==> config.mk <==
export PLATFORM = sky130hd
export DESIGN_NAME = modal_timebase_unit
export DESIGN_NICKNAME = d
export VERILOG_FILES = /design/src/rtl/mtu_pkg.sv /design/src/rtl/mtu_timebase.sv /design/src/rtl/mtu_compare.sv /design/src/rtl/mtu_capture.sv /design/src/rtl/modal_timebase_unit.sv
export SDC_FILE = /design/constraint.sdc
export NUM_CORES = 1
export LEC_CHECK = 0
export ABC_AREA = 1
export CORE_UTILIZATION = 54
export CTS_BUF_LIST = sky130_fd_sc_hd__clkbuf_4 sky130_fd_sc_hd__clkbuf_8 sky130_fd_sc_hd__clkbuf_16
export CTS_CLUSTER_DIAMETER = 200
export DETAILED_ROUTE_END_ITERATION = 10
export PLACE_DENSITY = 0.77
export SYNTH_ARGS = -nofsm -noshare
export SYNTH_HDL_FRONTEND = slang
export SYNTH_SLANG_ARGS = --single-unit
export TNS_END_PERCENT = 10
==> constraint.sdc <==
create_clock -name clk_i -period 1.7 [get_ports clk_i]
set_input_delay 0.17 -clock clk_i [delete_from_list [all_inputs] [get_ports clk_i]]
set_output_delay 0.17 -clock clk_i [all_outputs]
set_load 0.005 [all_outputs]
==> src/rtl/mtu_pkg.sv <==
package mtu_pkg;
   localparam int ADDR_W = 3;

   localparam logic [ADDR_W-1:0] A_CTRL   = 3'd0;
   localparam logic [ADDR_W-1:0] A_PERIOD = 3'd1;
   localparam logic [ADDR_W-1:0] A_CMP_A  = 3'd2;
   localparam logic [ADDR_W-1:0] A_CMP_B  = 3'd3;
   localparam logic [ADDR_W-1:0] A_CAPBUF = 3'd4;
   localparam logic [ADDR_W-1:0] A_STATUS = 3'd5;

   localparam logic [3:0] M_TIMER    = 4'd0;
   localparam logic [3:0] M_CMP_ONE  = 4'd1;
   localparam logic [3:0] M_CMP_TWO  = 4'd2;
   localparam logic [3:0] M_CAP_RISE = 4'd3;
   localparam logic [3:0] M_CAP_FALL = 4'd4;
   localparam logic [3:0] M_CAP_BOTH = 4'd5;

   localparam int NFLAG  = 3;
   localparam int F_TMR  = 0;
   localparam int F_EVT  = 1;
   localparam int F_OVF  = 2;

   function automatic logic mode_runs(input logic [3:0] m);
      return m <= M_CAP_BOTH;
   endfunction
endpackage

==> src/rtl/mtu_timebase.sv <==
module mtu_timebase #(
   parameter int TW = 16
)(
   input  logic            clk_i,
   input  logic            rst_ni,
   input  logic            en_i,
   input  logic            run_i,
   input  logic            tick_i,
   input  logic            wide_i,
   input  logic [2*TW-1:0] period_i,
   output logic [2*TW-1:0] count_o,
   output logic [2*TW-1:0] mask_o,
   output logic            wrap_o
);
   localparam int CW = 2*TW;

   logic [CW-1:0] per_eff;
   logic [CW-1:0] nxt;

   always_comb begin
      mask_o  = wide_i ? {CW{1'b1}} : {{TW{1'b0}}, {TW{1'b1}}};
      per_eff = period_i & mask_o;
      nxt     = (count_o + 1'b1) & mask_o;
   end

   assign wrap_o = run_i && tick_i && (count_o == per_eff);

   always_ff @(posedge clk_i or negedge rst_ni) begin
      if (!rst_ni)              count_o <= '0;
      else if (!en_i)           count_o <= '0;
      else if (run_i && tick_i) count_o <= wrap_o ? '0 : nxt;
   end
endmodule

==> src/rtl/mtu_compare.sv <==
module mtu_compare
   import mtu_pkg::*;
#(
   parameter int TW = 16
)(
   input  logic            clk_i,
   input  logic            rst_ni,
   input  logic            en_i,
   input  logic            run_i,
   input  logic            tick_i,
   input  logic            wrap_i,
   input  logic [3:0]      mode_i,
   input  logic [2*TW-1:0] mask_i,
   input  logic [2*TW-1:0] count_i,
   input  logic [2*TW-1:0] ra_i,
   input  logic [2*TW-1:0] rb_i,
   output logic            pwm_o,
   output logic            evt_o
);
   localparam int CW = 2*TW;

   logic [CW-1:0] ra_act, rb_act;
   logic          hit_a, hit_b;

   // shadow copies refresh only at rollover or while disabled
   always_ff @(posedge clk_i or negedge rst_ni) begin
      if (!rst_ni) begin
         ra_act <= '0;
         rb_act <= '0;
      end else if (!en_i || wrap_i) begin
         ra_act <= ra_i;
         rb_act <= rb_i;
      end
   end

   assign hit_a = run_i && tick_i && (count_i == (ra_act & mask_i));
   assign hit_b = run_i && tick_i && (count_i == (rb_act & mask_i));

   always_ff @(posedge clk_i or negedge rst_ni) begin
      if (!rst_ni)       pwm_o <= 1'b0;
      else if (!en_i)    pwm_o <= 1'b0;
      else begin
         unique case (mode_i)
            M_CMP_ONE: if (hit_a) pwm_o <= ~pwm_o;
            M_CMP_TWO: begin
               if (hit_a)      pwm_o <= 1'b1;
               else if (hit_b) pwm_o <= 1'b0;
            end
            default:   pwm_o <= 1'b0;
         endcase
      end
   end

   assign evt_o = ((mode_i == M_CMP_ONE) && hit_a) ||
                  ((mode_i == M_CMP_TWO) && hit_b);
endmodule

==> src/rtl/mtu_capture.sv <==
module mtu_capture
   import mtu_pkg::*;
#(
   parameter int TW          = 16,
   parameter int SYNC_STAGES = 2
)(
   input  logic            clk_i,
   input  logic            rst_ni,
   input  logic            en_i,
   input  logic [3:0]      mode_i,
   input  logic            cap_i,
   input  logic            take_i,
   input  logic [2*TW-1:0] count_i,
   output logic [2*TW-1:0] buf_o,
   output logic            full_o,
   output logic            evt_o,
   output logic            ovf_o
);
   logic [SYNC_STAGES-1:0] sr;
   logic                   prev;
   logic                   rise, fall, edge_ok, accept;

   if (SYNC_STAGES == 2) begin : g_sync2
      always_ff @(posedge clk_i or negedge rst_ni) begin
         if (!rst_ni) sr <= '0;
         else         sr <= {sr[0], cap_i};
      end
   end else begin : g_syncn
      always_ff @(posedge clk_i or negedge rst_ni) begin
         if (!rst_ni) sr <= '0;
         else         sr <= {sr[SYNC_STAGES-2:0], cap_i};
      end
   end

   always_ff @(posedge clk_i or negedge rst_ni) begin
      if (!rst_ni) prev <= 1'b0;
      else         prev <= sr[SYNC_STAGES-1];
   end

   assign rise    =  sr[SYNC_STAGES-1] & ~prev;
   assign fall    = ~sr[SYNC_STAGES-1] &  prev;
   assign edge_ok = en_i && (((mode_i == M_CAP_RISE) && rise) ||
                             ((mode_i == M_CAP_FALL) && fall) ||
                             ((mode_i == M_CAP_BOTH) && (rise || fall)));
   assign accept  = edge_ok && (!full_o || take_i);

   always_ff @(posedge clk_i or negedge rst_ni) begin
      if (!rst_ni) begin
         buf_o  <= '0;
         full_o <= 1'b0;
      end else begin
         if (accept) buf_o <= count_i;
         if (accept)      full_o <= 1'b1;
         else if (take_i) full_o <= 1'b0;
      end
   end

   assign evt_o = accept;
   assign ovf_o = edge_ok && full_o && !take_i;
endmodule

==> src/rtl/modal_timebase_unit.sv <==
module modal_timebase_unit
   import mtu_pkg::*;
#(
   parameter int TW          = 16,
   parameter int SYNC_STAGES = 2,
   parameter bit ALLOW_WIDE  = 1'b1
)(
   input  logic              clk_i,
   input  logic              rst_ni,
   input  logic              tick_i,
   input  logic              cap_i,
   input  logic              wr_en_i,
   input  logic [2:0]        wr_addr_i,
   input  logic [2*TW-1:0]   wr_data_i,
   input  logic              rd_en_i,
   input  logic [2:0]        rd_addr_i,
   output logic [2*TW-1:0]   rd_data_o,
   output logic              pwm_o,
   output logic              tmr_flag_o,
   output logic              evt_flag_o,
   output logic              trig_o
);
   localparam int CW = 2*TW;

   if (TW < 4 || TW > 32) begin : g_bad_tw
      $error("modal_timebase_unit: TW must lie in 4..32");
   end
   if (SYNC_STAGES < 2) begin : g_bad_sync
      $error("modal_timebase_unit: SYNC_STAGES must be at least 2");
   end

   logic          en_q, wide_q;
   logic [3:0]    mode_q;
   logic [CW-1:0] per_q, ra_q, rb_q;
   logic [CW-1:0] count, mask, cap_buf;
   logic          run, wrap, cmp_evt, cap_evt, cap_ovf, cap_full, cap_take;
   logic          wr_ctrl, wr_stat;
   logic [NFLAG-1:0] flag_set, flag_q;

   assign wr_ctrl  = wr_en_i && (wr_addr_i == A_CTRL);
   assign wr_stat  = wr_en_i && (wr_addr_i == A_STATUS);
   assign cap_take = rd_en_i && (rd_addr_i == A_CAPBUF);
   assign run      = en_q && mode_runs(mode_q);

   always_ff @(posedge clk_i or negedge rst_ni) begin
      if (!rst_ni) begin
         en_q   <= 1'b0;
         mode_q <= M_TIMER;
         per_q  <= '0;
         ra_q   <= '0;
         rb_q   <= '0;
      end else if (wr_en_i) begin
         unique case (wr_addr_i)
            A_CTRL: begin
               en_q <= wr_data_i[0];
               if (!en_q) mode_q <= wr_data_i[7:4];
            end
            A_PERIOD: per_q <= wr_data_i;
            A_CMP_A:  ra_q  <= wr_data_i;
            A_CMP_B:  rb_q  <= wr_data_i;
            default:  ;
         endcase
      end
   end

   if (ALLOW_WIDE) begin : g_wide
      always_ff @(posedge clk_i or negedge rst_ni) begin
         if (!rst_ni)               wide_q <= 1'b0;
         else if (wr_ctrl && !en_q) wide_q <= wr_data_i[1];
      end
   end else begin : g_narrow
      assign wide_q = 1'b0;
   end

   mtu_timebase #(.TW(TW)) u_tb (
      .clk_i    (clk_i),
      .rst_ni   (rst_ni),
      .en_i     (en_q),
      .run_i    (run),
      .tick_i   (tick_i),
      .wide_i   (wide_q),
      .period_i (per_q),
      .count_o  (count),
      .mask_o   (mask),
      .wrap_o   (wrap)
   );

   mtu_compare #(.TW(TW)) u_cmp (
      .clk_i   (clk_i),
      .rst_ni  (rst_ni),
      .en_i    (en_q),
      .run_i   (run),
      .tick_i  (tick_i),
      .wrap_i  (wrap),
      .mode_i  (mode_q),
      .mask_i  (mask),
      .count_i (count),
      .ra_i    (ra_q),
      .rb_i    (rb_q),
      .pwm_o   (pwm_o),
      .evt_o   (cmp_evt)
   );

   mtu_capture #(.TW(TW), .SYNC_STAGES(SYNC_STAGES)) u_cap (
      .clk_i   (clk_i),
      .rst_ni  (rst_ni),
      .en_i    (en_q),
      .mode_i  (mode_q),
      .cap_i   (cap_i),
      .take_i  (cap_take),
      .count_i (count),
      .buf_o   (cap_buf),
      .full_o  (cap_full),
      .evt_o   (cap_evt),
      .ovf_o   (cap_ovf)
   );

   assign flag_set[F_TMR] = wrap;
   assign flag_set[F_EVT] = cmp_evt | cap_evt;
   assign flag_set[F_OVF] = cap_ovf;

   always_ff @(posedge clk_i or negedge rst_ni) begin
      if (!rst_ni) begin
         flag_q <= '0;
         trig_o <= 1'b0;
      end else begin
         trig_o <= wrap;
         for (int i = 0; i < NFLAG; i++) begin
            if (flag_set[i])                   flag_q[i] <= 1'b1;
            else if (wr_stat && wr_data_i[i])  flag_q[i] <= 1'b0;
         end
      end
   end

   assign tmr_flag_o = flag_q[F_TMR];
   assign evt_flag_o = flag_q[F_EVT];

   always_comb begin
      unique case (rd_addr_i)
         A_CTRL:   rd_data_o = {{(CW-8){1'b0}}, mode_q, 2'b00, wide_q, en_q};
         A_PERIOD: rd_data_o = per_q;
         A_CMP_A:  rd_data_o = ra_q;
         A_CMP_B:  rd_data_o = rb_q;
         A_CAPBUF: rd_data_o = cap_buf;
         A_STATUS: rd_data_o = {{(CW-4){1'b0}}, cap_full, flag_q};
         default:  rd_data_o = '0;
      endcase
   end
endmodule

==> impl_metrics.prom <==
# TYPE chip_impl_metric gauge
chip_impl_metric{name="viasPerCell",unit=""} 5.85
chip_impl_metric{name="finClkSkew",unit="ns"} 0.0193
chip_impl_metric{name="cap_viol_max_count",unit=""} 0
chip_impl_metric{name="finalWirelength",unit="µm"} 42700
chip_impl_metric{name="area_growth",unit="%"} 37.2
chip_impl_metric{name="synth_cell_types",unit=""} 33
chip_impl_metric{name="drc",unit=""} 0
chip_impl_metric{name="dpl.hpwl",unit="µm"} 24900
chip_impl_metric{name="design.die.area",unit="µm²"} 23400
chip_impl_metric{name="antenna_viol_nets_final",unit=""} 0
chip_impl_metric{name="fillerInstances",unit=""} 1427
chip_impl_metric{name="fp-row-count",unit=""} 54
chip_impl_metric{name="num_io_pins",unit=""} 80
chip_impl_info{name="synth_top_family_by_area",value="simple AND/OR/NAND/NOR gates"} 1
chip_impl_metric{name="layout_worst_path_cycle_share",unit="%"} 131
chip_impl_info{name="cts_root_buffer",value="clkbuf_16"} 1
chip_impl_metric{name="design.final.nets",unit=""} 1925
chip_impl_metric{name="critical_path_required",unit="ns"} 2.13
chip_impl_metric{name="grt_first_pass_wirelength",unit="µm"} 63200
chip_impl_metric{name="power.static_leakage",unit="nW"} 8.07
chip_impl_metric{name="critical_path_arrival",unit="ns"} 2.66
chip_impl_metric{name="timing.final.crit_period",unit="ns"} 2.23
chip_impl_metric{name="yosys.area_share.adder",unit="%"} 0.305
chip_impl_info{name="worstHoldEndpoint",value="u_cap.sr[0]"} 1
chip_impl_metric{name="die_width",unit="µm"} 153
chip_impl_info{name="violated_checks",value="negative setup slack"} 1
chip_impl_metric{name="drt-pass1-iter-count",unit=""} 8
chip_impl_info{name="worst-setup-path-type",value="register to register"} 1
chip_impl_metric{name="combPwrFrac",unit="%"} 29.1
chip_impl_info{name="rsz0062_at_grt",value="true"} 1
chip_impl_metric{name="overflow",unit=""} 0
chip_impl_metric{name="finalCoreUtilization",unit="%"} 76.6
chip_impl_metric{name="fin_hold_ws",unit="ns"} 0.0736
chip_impl_metric{name="pwr-share-clk",unit="%"} 30.3
chip_impl_metric{name="cts_num_sinks",unit=""} 239
chip_impl_metric{name="power_spent_charging_and_discharging_nets",unit="W"} 0.00619
chip_impl_metric{name="ys.warnings.count",unit=""} 0
chip_impl_metric{name="hold_depth",unit=""} 1
chip_impl_metric{name="io_buffers",unit=""} 79
chip_impl_metric{name="p_int",unit="W"} 0.0123
chip_impl_metric{name="report.final.hold_viol_count",unit=""} 0
chip_impl_metric{name="path_max_fanout",unit=""} 13
chip_impl_metric{name="worst_pin_slew",unit="ns"} 0.584
chip_impl_metric{name="drive_gt1_share",unit="%"} 23.5
chip_impl_metric{name="detailroute.via_count",unit=""} 12700
chip_impl_info{name="status",value="finished, violations left"} 1
chip_impl_metric{name="grt_pass1_vias",unit=""} 12200
chip_impl_metric{name="design.core.area",unit="µm²"} 22100
chip_impl_metric{name="tritoncts.num_buffers",unit=""} 27
chip_impl_metric{name="power.sequential.fraction",unit="%"} 40.6
chip_impl_metric{name="peakVddDrop",unit="mV"} 0.795
chip_impl_metric{name="setup_viol",unit=""} 119
chip_impl_metric{name="netlist_area",unit="µm²"} 12300
chip_impl_metric{name="num_antenna_cells",unit=""} 0
chip_impl_metric{name="start_util",unit="%"} 55.8
chip_impl_metric{name="relSlewSlack",unit="%"} 61.1
chip_impl_metric{name="clk_pin_slew",unit="ns"} 0.06
chip_impl_metric{name="clock_insertion_delay_worst_skew",unit="ns"} 0.55
chip_impl_info{name="critical_path.reg2reg.endpoint",value="u_cmp.rb_act[4]"} 1
chip_impl_info{name="cp-end-kind",value="register"} 1
chip_impl_metric{name="drt_iter0_drc",unit=""} 1327
chip_impl_metric{name="number_of_antenna_violations_at_the_first_check_in_global_routing",unit=""} 0
chip_impl_metric{name="grt_usage",unit="%"} 34.3
chip_impl_metric{name="stdcell_count",unit=""} 2175
chip_impl_metric{name="dp_slack",unit="ns"} -0.719
chip_impl_metric{name="synth-compound-area-share",unit="%"} 10.5
chip_impl_metric{name="ctsHtreeMaxLevel",unit=""} 1
chip_impl_metric{name="place.detailed.instances",unit=""} 2082
chip_impl_metric{name="yosys.area_share.xor_xnor",unit="%"} 5.04
chip_impl_metric{name="wire_per_inst",unit="µm"} 19.6
chip_impl_metric{name="maxSlewViolCount",unit=""} 0
chip_impl_info{name="hp-class",value="input port to register"} 1
chip_impl_metric{name="number_of_nets_in_the_synthesized_netlist",unit=""} 1650
chip_impl_metric{name="synth_simple_gate_area_share",unit="%"} 27.5
chip_impl_metric{name="worst_r2r_path_depth",unit=""} 12
chip_impl_metric{name="synth_area_per_cell",unit="µm²"} 7.69
chip_impl_metric{name="synth_seq_area_share",unit="%"} 48.5
chip_impl_info{name="startpoint_type",value="register"} 1
chip_impl_info{name="critical_path.reg2reg.startpoint",value="wide_q"} 1
chip_impl_metric{name="chipHeight",unit="µm"} 153
chip_impl_metric{name="muxShareOfSynthArea",unit="%"} 0
chip_impl_info{name="tritoncts_clock_tree",value="built"} 1
chip_impl_metric{name="achievable-frequency",unit="MHz"} 448
chip_impl_metric{name="largest_net_degree_at_the_start_of_global_routing",unit=""} 65
chip_impl_metric{name="yosys_register_bits",unit=""} 239
chip_impl_metric{name="p_per_area",unit="nW/µm²"} 1100
chip_impl_info{name="min-delay-start",value="cap_i"} 1
chip_impl_metric{name="least_setup_slack_across_all_paths_after_layout",unit="ns"} -0.532
chip_impl_metric{name="clk_path_buf_depth",unit=""} 3
chip_impl_metric{name="finalWeightedCongestion",unit=""} 0.916
chip_impl_metric{name="r2r_setup_slack",unit="ns"} -0.53
chip_impl_metric{name="power",unit="W"} 0.0185
chip_impl_metric{name="swShare",unit="%"} 33.4
chip_impl_metric{name="count_of_mapped_cells_out_of_synthesis",unit=""} 1603
## power by group through the flow
stage          Sequential [W]  Clock (W)  Combinational, W
3_5_place_dp          0.00749          0           0.00425
2_1_floorplan         0.00726          0           0.00243
5_1_grt               0.00761    0.00586           0.00579
6_report              0.00753    0.00561           0.00539
4_1_cts               0.00744    0.00563           0.00480
3_3_place_gp          0.00748          0           0.00412
## registers in the layout, indices dropped and copies added, names as in the netlist
| register | count |
|---|---|
| u_cmp.rb_act | 32 |
| mode_q | 4 |
| u_cap.sr | 2 |
| ra_q | 32 |
| u_tb.count_o | 32 |
| u_cap.buf_o | 32 |
| u_cmp.pwm_o | 1 |
| flag_q | 3 |
| u_cmp.ra_act | 32 |
| u_cap.full_o | 1 |
| trig_o | 1 |
| en_q | 1 |
| rb_q | 32 |
| u_cap.prev | 1 |
| wide_q | 1 |
| per_q | 32 |
## final cells by class
| type | count | area (µm²) | share of cell area, % |
|---|---|---|---|
| Inverter | 157 | 601 | 3.55 |
| Timing Repair Buffer | 333 | 3280 | 19.4 |
| Clock buffer | 38 | 771 | 4.56 |
| Tap cell | 280 | 350 | 2.07 |
| Clock inverter | 8 | 72.6 | 0.429 |
| Sequential cell | 239 | 5980 | 35.4 |
| Multi-Input combinational cell | 1120 | 5860 | 34.6 |
## synthesized netlist by cell type (all sizes together)
master   instances  area [µm²]
o2111ai          3        26.3
a22oi           26         195
xnor2           31         272
buf             45         258
o211ai          20         150
nor4             1        6.26
nor3            28         155
nand2          522        1960
o21ai          153         769
nand3          131         661
ha               3        37.5
o22ai            5        31.3
a21oi            8        40.0
xor2            40         350
o221ai           6        52.6
clkbuf          42         158
or2              1        6.26
a221oi           3        26.3
dfrtp          239        5980
nor2           111         424
nand4           27         169
inv            157         589
nand3b           1        7.51
## cells by family (layout without fill, tap and decap cells)
kind of cell             count (synthesis)  count (layout)
buffers and inverters                  244             536
adder cells (fa/ha/maj)                  3               3
XOR/XNOR                                71              71
AND/OR/NAND/NOR                        822             822
flip-flops                             239             239
AO/OA/AOI/OAI                          224             224
## worst max path at each step
stage                 startpoint               end  slack [ns]  cells past startpoint
finish                    wide_q   u_cmp.rb_act[4]       -0.53                     12
global route            per_q[4]   u_cmp.rb_act[4]       -0.79                     10
CTS                       wide_q  u_cmp.rb_act[23]       -0.46                     13
detailed placement  rd_addr_i[2]     rd_data_o[31]       -0.72                      6
global placement    rd_addr_i[2]     rd_data_o[31]       -0.68                      6
floorplan                 wide_q   u_tb.count_o[5]       -0.05                     12
## routing by layer
layer  up-vias  routed length [µm]  track usage, %
li1       5693                   -               -
met1      6013               16200            44.7
met3       215                4580            6.95
met5         -                   0               0
met4         0                2620            18.0
met2       801               19300            54.3
## worst max-delay path: stages (launching register included)
cell      delay, ns
dfrtp_2        0.40
buf_12         0.15
buf_8          0.12
nand2_4        0.05
xor2_2         0.15
nor3_2         0.22
nand3b_1       0.15
nor2_2         0.19
nand3_4        0.15
buf_12         0.19
buf_12         0.15
nand3_1        0.11
nand2_2        0.07
## stage by stage
stage / setup TNS (ns) / instance area (µm²)
after CTS: -40.05 / 16500
final: -48.39 / 16900
after global routing: -77.88 / 16900
after detailed placement: -79.41 / 15000
after floorplan: -1.89 / 12400
after global placement: -74.73 / 15000
## what timing repair did
| action | CTS | global route |
|---|---|---|
| setup endpoints to repair | 164 | 161 |
| hold buffers | 1 | 0 |
| pin swaps | 35 | 20 |
| gates resized for setup | 173 | 82 |
| hold endpoints to repair | 199 | 0 |
| buffers inserted | 31 | 2 |
| cloned | 6 | 8 |
## layout by cell type, fill, tap and decap left out, types with 9 or more instances in the layout
cell	count
nand2_1	484
dfrtp_1	237
buf_4	191
inv_1	151
o21ai_0	140
nand3_1	117
nor2_1	90
clkdlybuf4s50_1	43
nand2_2	36
clkbuf_16	33
xor2_1	32
xnor2_1	31
buf_12	29
nand4_1	27
o211ai_1	20
nor3_1	20
buf_6	18
nor2_2	17
a22oi_1	15
buf_2	13
nand3_2	12
a22oi_2	11
o21ai_1	11
clkbuf_4	9
Note: power is estimated with default switching activity, not from simulation.
